===== src/rtl/nrdiv_pkg.sv =====
package nrdiv_pkg;

    typedef enum logic [1:0] {
        DV_IDLE = 2'd0,
        DV_ITER = 2'd1,
        DV_FIX  = 2'd2
    } dv_state_t;

    typedef struct packed {
        logic load;
        logic iter;
        logic fix;
    } dv_ctl_t;

    // quotient bit retired after an add/subtract: 1 when the result is non-negative
    function automatic logic qbit_from_sign(input logic sign_bit);
        return ~sign_bit;
    endfunction

    // choose subtract while the partial remainder is non-negative
    function automatic logic pick_subtract(input logic sign_bit);
        return ~sign_bit;
    endfunction

endpackage


===== src/rtl/nrdiv_ctrl.sv =====
module nrdiv_ctrl
    import nrdiv_pkg::*;
#(
    parameter int W = 8
) (
    input  logic    clk,
    input  logic    rst,
    input  logic    start,
    output dv_ctl_t ctl,
    output logic    busy,
    output logic    done
);
    localparam int CW = $clog2(W + 1);
    localparam logic [CW-1:0] LAST = CW'(W - 1);

    dv_state_t     state_q;
    logic [CW-1:0] cnt_q;
    logic          done_q;

    always_comb begin
        ctl.load = (state_q == DV_IDLE) && start;
        ctl.iter = (state_q == DV_ITER);
        ctl.fix  = (state_q == DV_FIX);
    end

    always_ff @(posedge clk) begin
        if (rst) begin
            state_q <= DV_IDLE;
            cnt_q   <= '0;
            done_q  <= 1'b0;
        end else begin
            done_q <= 1'b0;
            unique case (state_q)
                DV_IDLE: begin
                    if (start) begin
                        state_q <= DV_ITER;
                        cnt_q   <= '0;
                    end
                end
                DV_ITER: begin
                    cnt_q <= cnt_q + 1'b1;
                    if (cnt_q == LAST) state_q <= DV_FIX;
                end
                DV_FIX: begin
                    state_q <= DV_IDLE;
                    done_q  <= 1'b1;
                end
                default: state_q <= DV_IDLE;
            endcase
        end
    end

    assign busy = (state_q != DV_IDLE);
    assign done = done_q;

    AST_ITER_COUNT: assert property (@(posedge clk) disable iff (rst)
        (state_q == DV_ITER) |-> (cnt_q < CW'(W)));
    AST_DONE_SINGLE: assert property (@(posedge clk) disable iff (rst)
        done |=> !done);
    AST_DONE_AFTER_FIX: assert property (@(posedge clk) disable iff (rst)
        (state_q == DV_FIX) |=> (done && !busy));
    AST_BUSY_DONE_EXCL: assert property (@(posedge clk) disable iff (rst)
        !(busy && done));

endmodule


===== src/rtl/nrdiv_shifter.sv =====
module nrdiv_shifter #(
    parameter int W = 8
) (
    input  logic [W:0]   p_in,
    input  logic [W-1:0] a_in,
    output logic [W:0]   p_sh,
    output logic [W-1:0] a_sh
);
    // the pair (P,A) moves left as one value; the top bit of A enters P
    assign p_sh = {p_in[W-1:0], a_in[W-1]};
    assign a_sh = {a_in[W-2:0], 1'b0};
endmodule


===== src/rtl/nrdiv_addsub.sv =====
module nrdiv_addsub #(
    parameter int W = 8
) (
    input  logic [W:0]   x,
    input  logic [W-1:0] b,
    input  logic         sub,
    output logic [W:0]   y
);
    logic [W:0] b_ext;
    logic [W:0] b_opnd;

    assign b_ext  = {1'b0, b};
    assign b_opnd = sub ? ~b_ext : b_ext;
    assign y      = x + b_opnd + {{W{1'b0}}, sub};
endmodule


===== src/rtl/nrdiv_top.sv =====
module nrdiv_top
    import nrdiv_pkg::*;
#(
    parameter int W = 8
) (
    input  logic         clk,
    input  logic         rst,
    input  logic         start,
    input  logic [W-1:0] dividend,
    input  logic [W-1:0] divisor,
    output logic         busy,
    output logic         done,
    output logic [W-1:0] quotient,
    output logic [W-1:0] remainder,
    output logic         div_by_zero
);
    dv_ctl_t      ctl;
    logic [W:0]   p_q;
    logic [W-1:0] a_q;
    logic [W-1:0] b_q;
    logic         dbz_q;

    logic [W:0]   p_sh;
    logic [W-1:0] a_sh;
    logic [W:0]   alu_x;
    logic         alu_sub;
    logic [W:0]   alu_y;

    nrdiv_ctrl #(.W(W)) u_ctrl (
        .clk   (clk),
        .rst   (rst),
        .start (start),
        .ctl   (ctl),
        .busy  (busy),
        .done  (done)
    );

    nrdiv_shifter #(.W(W)) u_shift (
        .p_in (p_q),
        .a_in (a_q),
        .p_sh (p_sh),
        .a_sh (a_sh)
    );

    // the one adder: an iteration adds or subtracts on the shifted P, the fix cycle adds B to P
    always_comb begin
        if (ctl.fix) begin
            alu_x   = p_q;
            alu_sub = 1'b0;
        end else begin
            alu_x   = p_sh;
            alu_sub = pick_subtract(p_q[W]);
        end
    end

    nrdiv_addsub #(.W(W)) u_alu (
        .x   (alu_x),
        .b   (b_q),
        .sub (alu_sub),
        .y   (alu_y)
    );

    always_ff @(posedge clk) begin
        if (rst) begin
            p_q   <= '0;
            a_q   <= '0;
            b_q   <= '0;
            dbz_q <= 1'b0;
        end else if (ctl.load) begin
            p_q   <= '0;
            a_q   <= dividend;
            b_q   <= divisor;
            dbz_q <= (divisor == '0);
        end else if (ctl.iter) begin
            p_q <= alu_y;
            a_q <= {a_sh[W-1:1], qbit_from_sign(alu_y[W])};
        end else if (ctl.fix) begin
            if (p_q[W]) p_q <= alu_y;
        end
    end

    assign quotient    = a_q;
    assign remainder   = p_q[W-1:0];
    assign div_by_zero = dbz_q;

    AST_REM_BELOW_DIVISOR: assert property (@(posedge clk) disable iff (rst)
        (done && !div_by_zero) |-> (remainder < b_q));
    AST_FIX_NONNEG: assert property (@(posedge clk) disable iff (rst)
        ctl.fix |=> !p_q[W]);
    AST_BUSY_START_IGNORED: assert property (@(posedge clk) disable iff (rst)
        (busy && start) |=> $stable(b_q));
    AST_IDLE_HOLD: assert property (@(posedge clk) disable iff (rst)
        (!busy && !start) |=> ($stable(quotient) && $stable(remainder) && $stable(div_by_zero)));

endmodule


===== config.mk =====
export PLATFORM = sky130hd
export DESIGN_NAME = nrdiv_top
export DESIGN_NICKNAME = d
export VERILOG_FILES = /design/src/rtl/nrdiv_pkg.sv /design/src/rtl/nrdiv_ctrl.sv /design/src/rtl/nrdiv_shifter.sv /design/src/rtl/nrdiv_addsub.sv /design/src/rtl/nrdiv_top.sv
export SDC_FILE = /design/constraint.sdc
export NUM_CORES = 1
export LEC_CHECK = 0
export ABC_CLOCK_PERIOD_IN_PS = 3500
export BUFFER_PORTS_ARGS = -buffer_cell sky130_fd_sc_hd__buf_2
export CORE_MARGIN = 4
export CORE_UTILIZATION = 28
export DETAILED_ROUTE_END_ITERATION = 7
export PLACE_DENSITY_LB_ADDON = 0.25
export REMOVE_ABC_BUFFERS = 1
export SETUP_SLACK_MARGIN = 0.5
export SLEW_MARGIN = 20
export SYNTH_ARGS = -nofsm -noshare
export SYNTH_HDL_FRONTEND = slang
export SYNTH_SLANG_ARGS = --single-unit

===== constraint.sdc =====
create_clock -name clk -period 3.5 [get_ports clk]
set_clock_uncertainty 0.05 [all_clocks]
set_input_delay 0.35 -clock clk [delete_from_list [all_inputs] [get_ports clk]]
set_output_delay 0.35 -clock clk [all_outputs]
set_load 0.005 [all_outputs]

After elaboration in Yosys (flattened, before gate mapping):

Cells that the tools add are included.

* bits in registers: 33
* bits of input ports: 19
* word-level logic and storage cells: 45

* add/subtract/negate cells: 3
* equality and inequality tests: 5
* multiplexer cells: 14
* bitwise logic cells: 3
* reductions and logical operators: 12

Operators by type and width (number)
* $mux W9: 5
* $mux W8: 2
* $reduce_bool A2 Y1: 5
* $add A9 B1 Y9: 1
* $add A9 B9 Y9: 1
* $not A8 Y9: 1
* $logic_not A8 Y1: 1
* $pmux W4 S2: 1
* $reduce_and A2 Y1: 3
* $add A4 B1 Y4 const B: 1
* $eq A4 B3 Y1 const B: 1
* $mux W2: 2
* $mux W4: 1
* $pmux W2 S2: 1
* $eq A2 B1 Y1 const B: 1
* $eq A2 B2 Y1 const B: 1
* $logic_not A2 Y1: 1
* $mux W1: 2
* $ne A2 B1 Y1 const B: 1
* $ne A2 B2 Y1 const B: 1
* $not A1 Y1: 2
* $reduce_or A2 Y1: 1
* $logic_and A1 B1 Y1: 1

Depth between registers and ports, before layout:

* depth in word-level cells: 8
* depth in mapped cells: 11
* mapped depth without buffers: 11

By module:

Synthesis repeated with hierarchy kept, for this count alone.

* cells, all modules: 240
* area, all modules: 2137.0 sq um

By module, submodules not included
* nrdiv_top: times used 1, cells each 126, area each 1221.2 sq um, seq. area each 520.5 sq um
* nrdiv_addsub: times used 1, cells each 62, area each 484.2 sq um, seq. area each 0.0 sq um
* nrdiv_ctrl: times used 1, cells each 34, area each 300.3 sq um, seq. area each 140.1 sq um
* nrdiv_shifter: times used 1, cells each 18, area each 131.4 sq um, seq. area each 0.0 sq um

Worst setup path before layout:

OpenSTA, ideal clock, no wires.

* kind: register to register
* start: register u_ctrl.state_q[0]
* end: register p_q[7]
* setup time: 0.117 ns
* data arrival time: 2.679 ns
* required time: 3.333 ns
* setup slack: 0.654 ns
* stages on the path, launching flop included: 11
* path buffers: 1
* period minus slack after synthesis: 2.846 ns
* path through: dfxtp_1 inv_1 ha_1 clkbuf_1 mux2_2 ha_1 or4b_4 o211a_1 nor3_2 o21ai_1 a32o_1

RTL lines
* start, declared: line nrdiv_ctrl.sv:16 `dv_state_t state_q;`
* start signal, assigned: line nrdiv_ctrl.sv:28 `state_q <= DV_IDLE;`
* start signal, assigned: line nrdiv_ctrl.sv:36 `state_q <= DV_ITER;`
* start signal, assigned: line nrdiv_ctrl.sv:42 `if (cnt_q == LAST) state_q <= DV_FIX;`
* end signal, assigned: line nrdiv_top.sv:75 `p_q <= alu_y;`
* end signal, assigned: line nrdiv_top.sv:78 `if (p_q[W]) p_q <= alu_y;`
* end, declared: line nrdiv_top.sv:18 `logic [W:0] p_q;`

==> results.cfg <==
[synth]
synth-async-reset-ratio_pct = 0
synthTopCellsByCount = 33 x dfxtp_1, 30 x nand2_1, 21 x a21oi_1, 16 x nor2_1
syn_area_per_cell_um2 = 8.38
synth_top_family_by_area = compound AO/OA/AOI/OAI gates
synth_top_area_share_pct = 33.4
ys.flop_type = dfxtp_1
synth_fa_ha_area_share_pct = 7.97
synth_edf_count = 0
yosys.area_share.simple_pct = 18.7
seq_area_frac_synth_pct = 33.4
synth_cells = 236
yosysTopAreaCell = dfxtp_1
yosysWarnings = 0
synthMuxAreaShare_pct = 8.54
synth-xor-area-share_pct = 5.31
synth-seq-cells = 33
synth_cell_types = 44
synth.area.top_cells = dfxtp_1 33%, ha_1 7.0%, nand2_1 5.7%
yosysMostFrequentCell = dfxtp_1
synthesis.area_mm2 = 0.00198
synth_compound_area_share_pct = 19.7

[cells_and_area]
fin_area_mm2 = 0.00230
area_growth_pct = 16.4
antenna_cells = 0
finalCoreUtilization_pct = 33.7
final_cells = 361
multi_input_area_mm2 = 0.00120
nNetsFinal = 295
nFillCells = 750
layout-drive-gt1-share_pct = 21.5
regArea_um2 = 661

[worst_setup_path]
worst_setup_path_end_kind = flop
rr_startpoint = u_ctrl.state_q[0]
startpoint = u_ctrl.state_q[0]
critPathArrivalTime_ns = 2.90
r2r_slack_ns = 0.72
crit_end = p_q[7]
startpoint_type = flop
worstPathRequired_ns = 3.63
r2r-end = p_q[7]
cp_max_fo = 14
worst-setup-path-type = flop to flop
rr_worst_depth = 11

[place]
dp_hpwl_um = 3440
gp_congestion = 0.821
io_buffer_count = 37
placed_area_mm2 = 0.00220
place_inst = 353

[cts]
clkLatencyLatePin_ns = 0.29
path_clk_slew_ns = 0.08
clockRootBuffer = clkbuf_8
htreeDepth = 2
cts.sinks = 33
cts_tree = yes
cts_buffers = 5
clock_path_buffers = 2

[route]
drt-vias-per-instance = 4.83
wire_per_inst_um = 12.9
drcViolationCount = 0
drtPass1Iterations = 4
wl_um = 4670
via_count = 1743
antenna_left = 0
drtIter0Drc = 91

[global_routing]
antenna_found_initial = 0
grt_pass1_wl_um = 7710
grt_usage_pct = 11.1
grt_max_degree = 28
overflow = 0
first_global_vias = 1589

[power]
ir_drop_v = 0.000201
power_density_mw_per_mm2 = 537
leakage_nw = 0.943

[sta]
drv_slew = 0
worst_slew_pin_slew_ns = 0.832
fin_tns_setup_ns = 0
fmax_mhz = 360
setup_viol = 0
rsz0062_at_grt = no
layout_min_cycle_time_ns = 2.78
timing.hold.ws_ns = 0.255
report.final.hold_viol_count = 0
period_share_pct = 79.3
max-slew-margin-rel_pct = 44.5

[run_status]
outcome = completed

[floorplanning]
rows = 30
fp.dieW_um = 92.1
die_h_um = 92.1
core-area_mm2 = 0.00683
dieArea_mm2 = 0.00847
start_util_pct = 29.0
io_pins = 38

[run]
cap_violations = 0

[hold_path]
worstHoldPathType = input port to flop
layout by cell type, fill, tap and decap left out, types with 2 or more instances in the layout:
| cell | n |
|---|---|
| buf_2 | 37 |
| dfxtp_1 | 33 |
| nand2_1 | 30 |
| a21oi_1 | 21 |
| nor2_1 | 16 |
| a211oi_1 | 11 |
| ha_1 | 10 |
| mux2i_1 | 9 |
| o21ai_0 | 9 |
| xor2_1 | 8 |
| mux2_2 | 7 |
| inv_1 | 7 |
| nor3_1 | 5 |
| clkbuf_8 | 5 |
| xnor2_1 | 4 |
| and3_1 | 3 |
| nand3b_1 | 3 |
| o21a_1 | 3 |
| o211ai_1 | 3 |
| nand3_1 | 3 |
| o21ai_1 | 3 |
| nor4_1 | 3 |
| clkinvlp_4 | 3 |
| nand2b_1 | 2 |
| a31oi_1 | 2 |
| a21o_1 | 2 |
| nor2b_1 | 2 |
| or3_1 | 2 |
| a211o_1 | 2 |
| buf_4 | 2 |
worst min path at each step:
stage / end / cells after the start / startpoint / slack [ns]
finish: b_q[6] / 3 / divisor[6] / 0.26
global route: b_q[2] / 3 / divisor[2] / 0.25
CTS: b_q[6] / 3 / divisor[6] / 0.25
detailed placement: div_by_zero / 2 / div_by_zero / 0.41
global placement: div_by_zero / 2 / div_by_zero / 0.40
floorplan: b_q[0] / 1 / rst / 0.37
critical path: stages, from the launching register on:
cell	delay, ns
dfxtp_1	0.33
inv_1	0.12
ha_4	0.26
nor2_1	0.06
buf_4	0.18
xor2_1	0.17
ha_1	0.30
or4b_4	0.46
o211a_1	0.18
nor3_2	0.20
o21ai_1	0.09
a32o_1	0.25
per-layer routing:
| metal | global-route usage (%) | vias to the layer above | share of wire (%) |
|---|---|---|---|
| met2 | 17.2 | 33 | 44 |
| met1 | 15.0 | 813 | 51 |
| met5 | 0 | - | 0 |
| met4 | 3.34 | 0 | 0.62 |
| li1 | - | 895 | - |
| met3 | 2.79 | 2 | 4.1 |
cell type report:
type	instances	area share [%]
clock buffers	5	2.99
flip-flops and latches	33	28.7
multi-input cells	178	52.3
well taps	96	5.21
clock inverters	3	0.978
repair buffers	39	8.69
inverters	7	1.14
report_power, final:
part | internal (mW) | total, mW | switching [mW]
clock | 0.140 | 0.301 | 0.161
combinational | 0.215 | 0.489 | 0.274
sequential | 0.413 | 0.448 | 0.0345
total | 0.768 | 1.24 | 0.470
what timing repair did:
action | in CTS | in global routing
buffers inserted | 0 | 0
gates resized for setup | 1 | 1
pin swaps | 0 | 0
setup endpoints to repair | 2 | 2
gates cloned | 0 | 0
hold buffers | 0 | 0
through the flow:
step	total power, mW	setup slack, ns
2_1_floorplan	0.803	0.528
6_report	1.24	0.724
4_1_cts	1.25	0.620
3_5_place_dp	0.943	0.479
5_1_grt	1.33	0.564
3_3_place_gp	0.941	0.596
sequential cells by signal, summed over array words and instances (netlist names):
name,count
u_ctrl.state_q,2
quotient,8
u_ctrl.done,1
div_by_zero,1
u_ctrl.cnt_q,4
p_q,9
b_q,8
cells by family (layout without fill, tap and decap cells):
| group | Yosys count | after routing |
|---|---|---|
| compound gates | 62 | 62 |
| flops | 33 | 33 |
| mux | 16 | 16 |
| xor+xnor | 12 | 12 |
| fa+ha+maj | 12 | 12 |
| simple gates | 76 | 76 |
| buf+inv | 25 | 54 |
No activity file was read; power rests on OpenSTA's default activity.
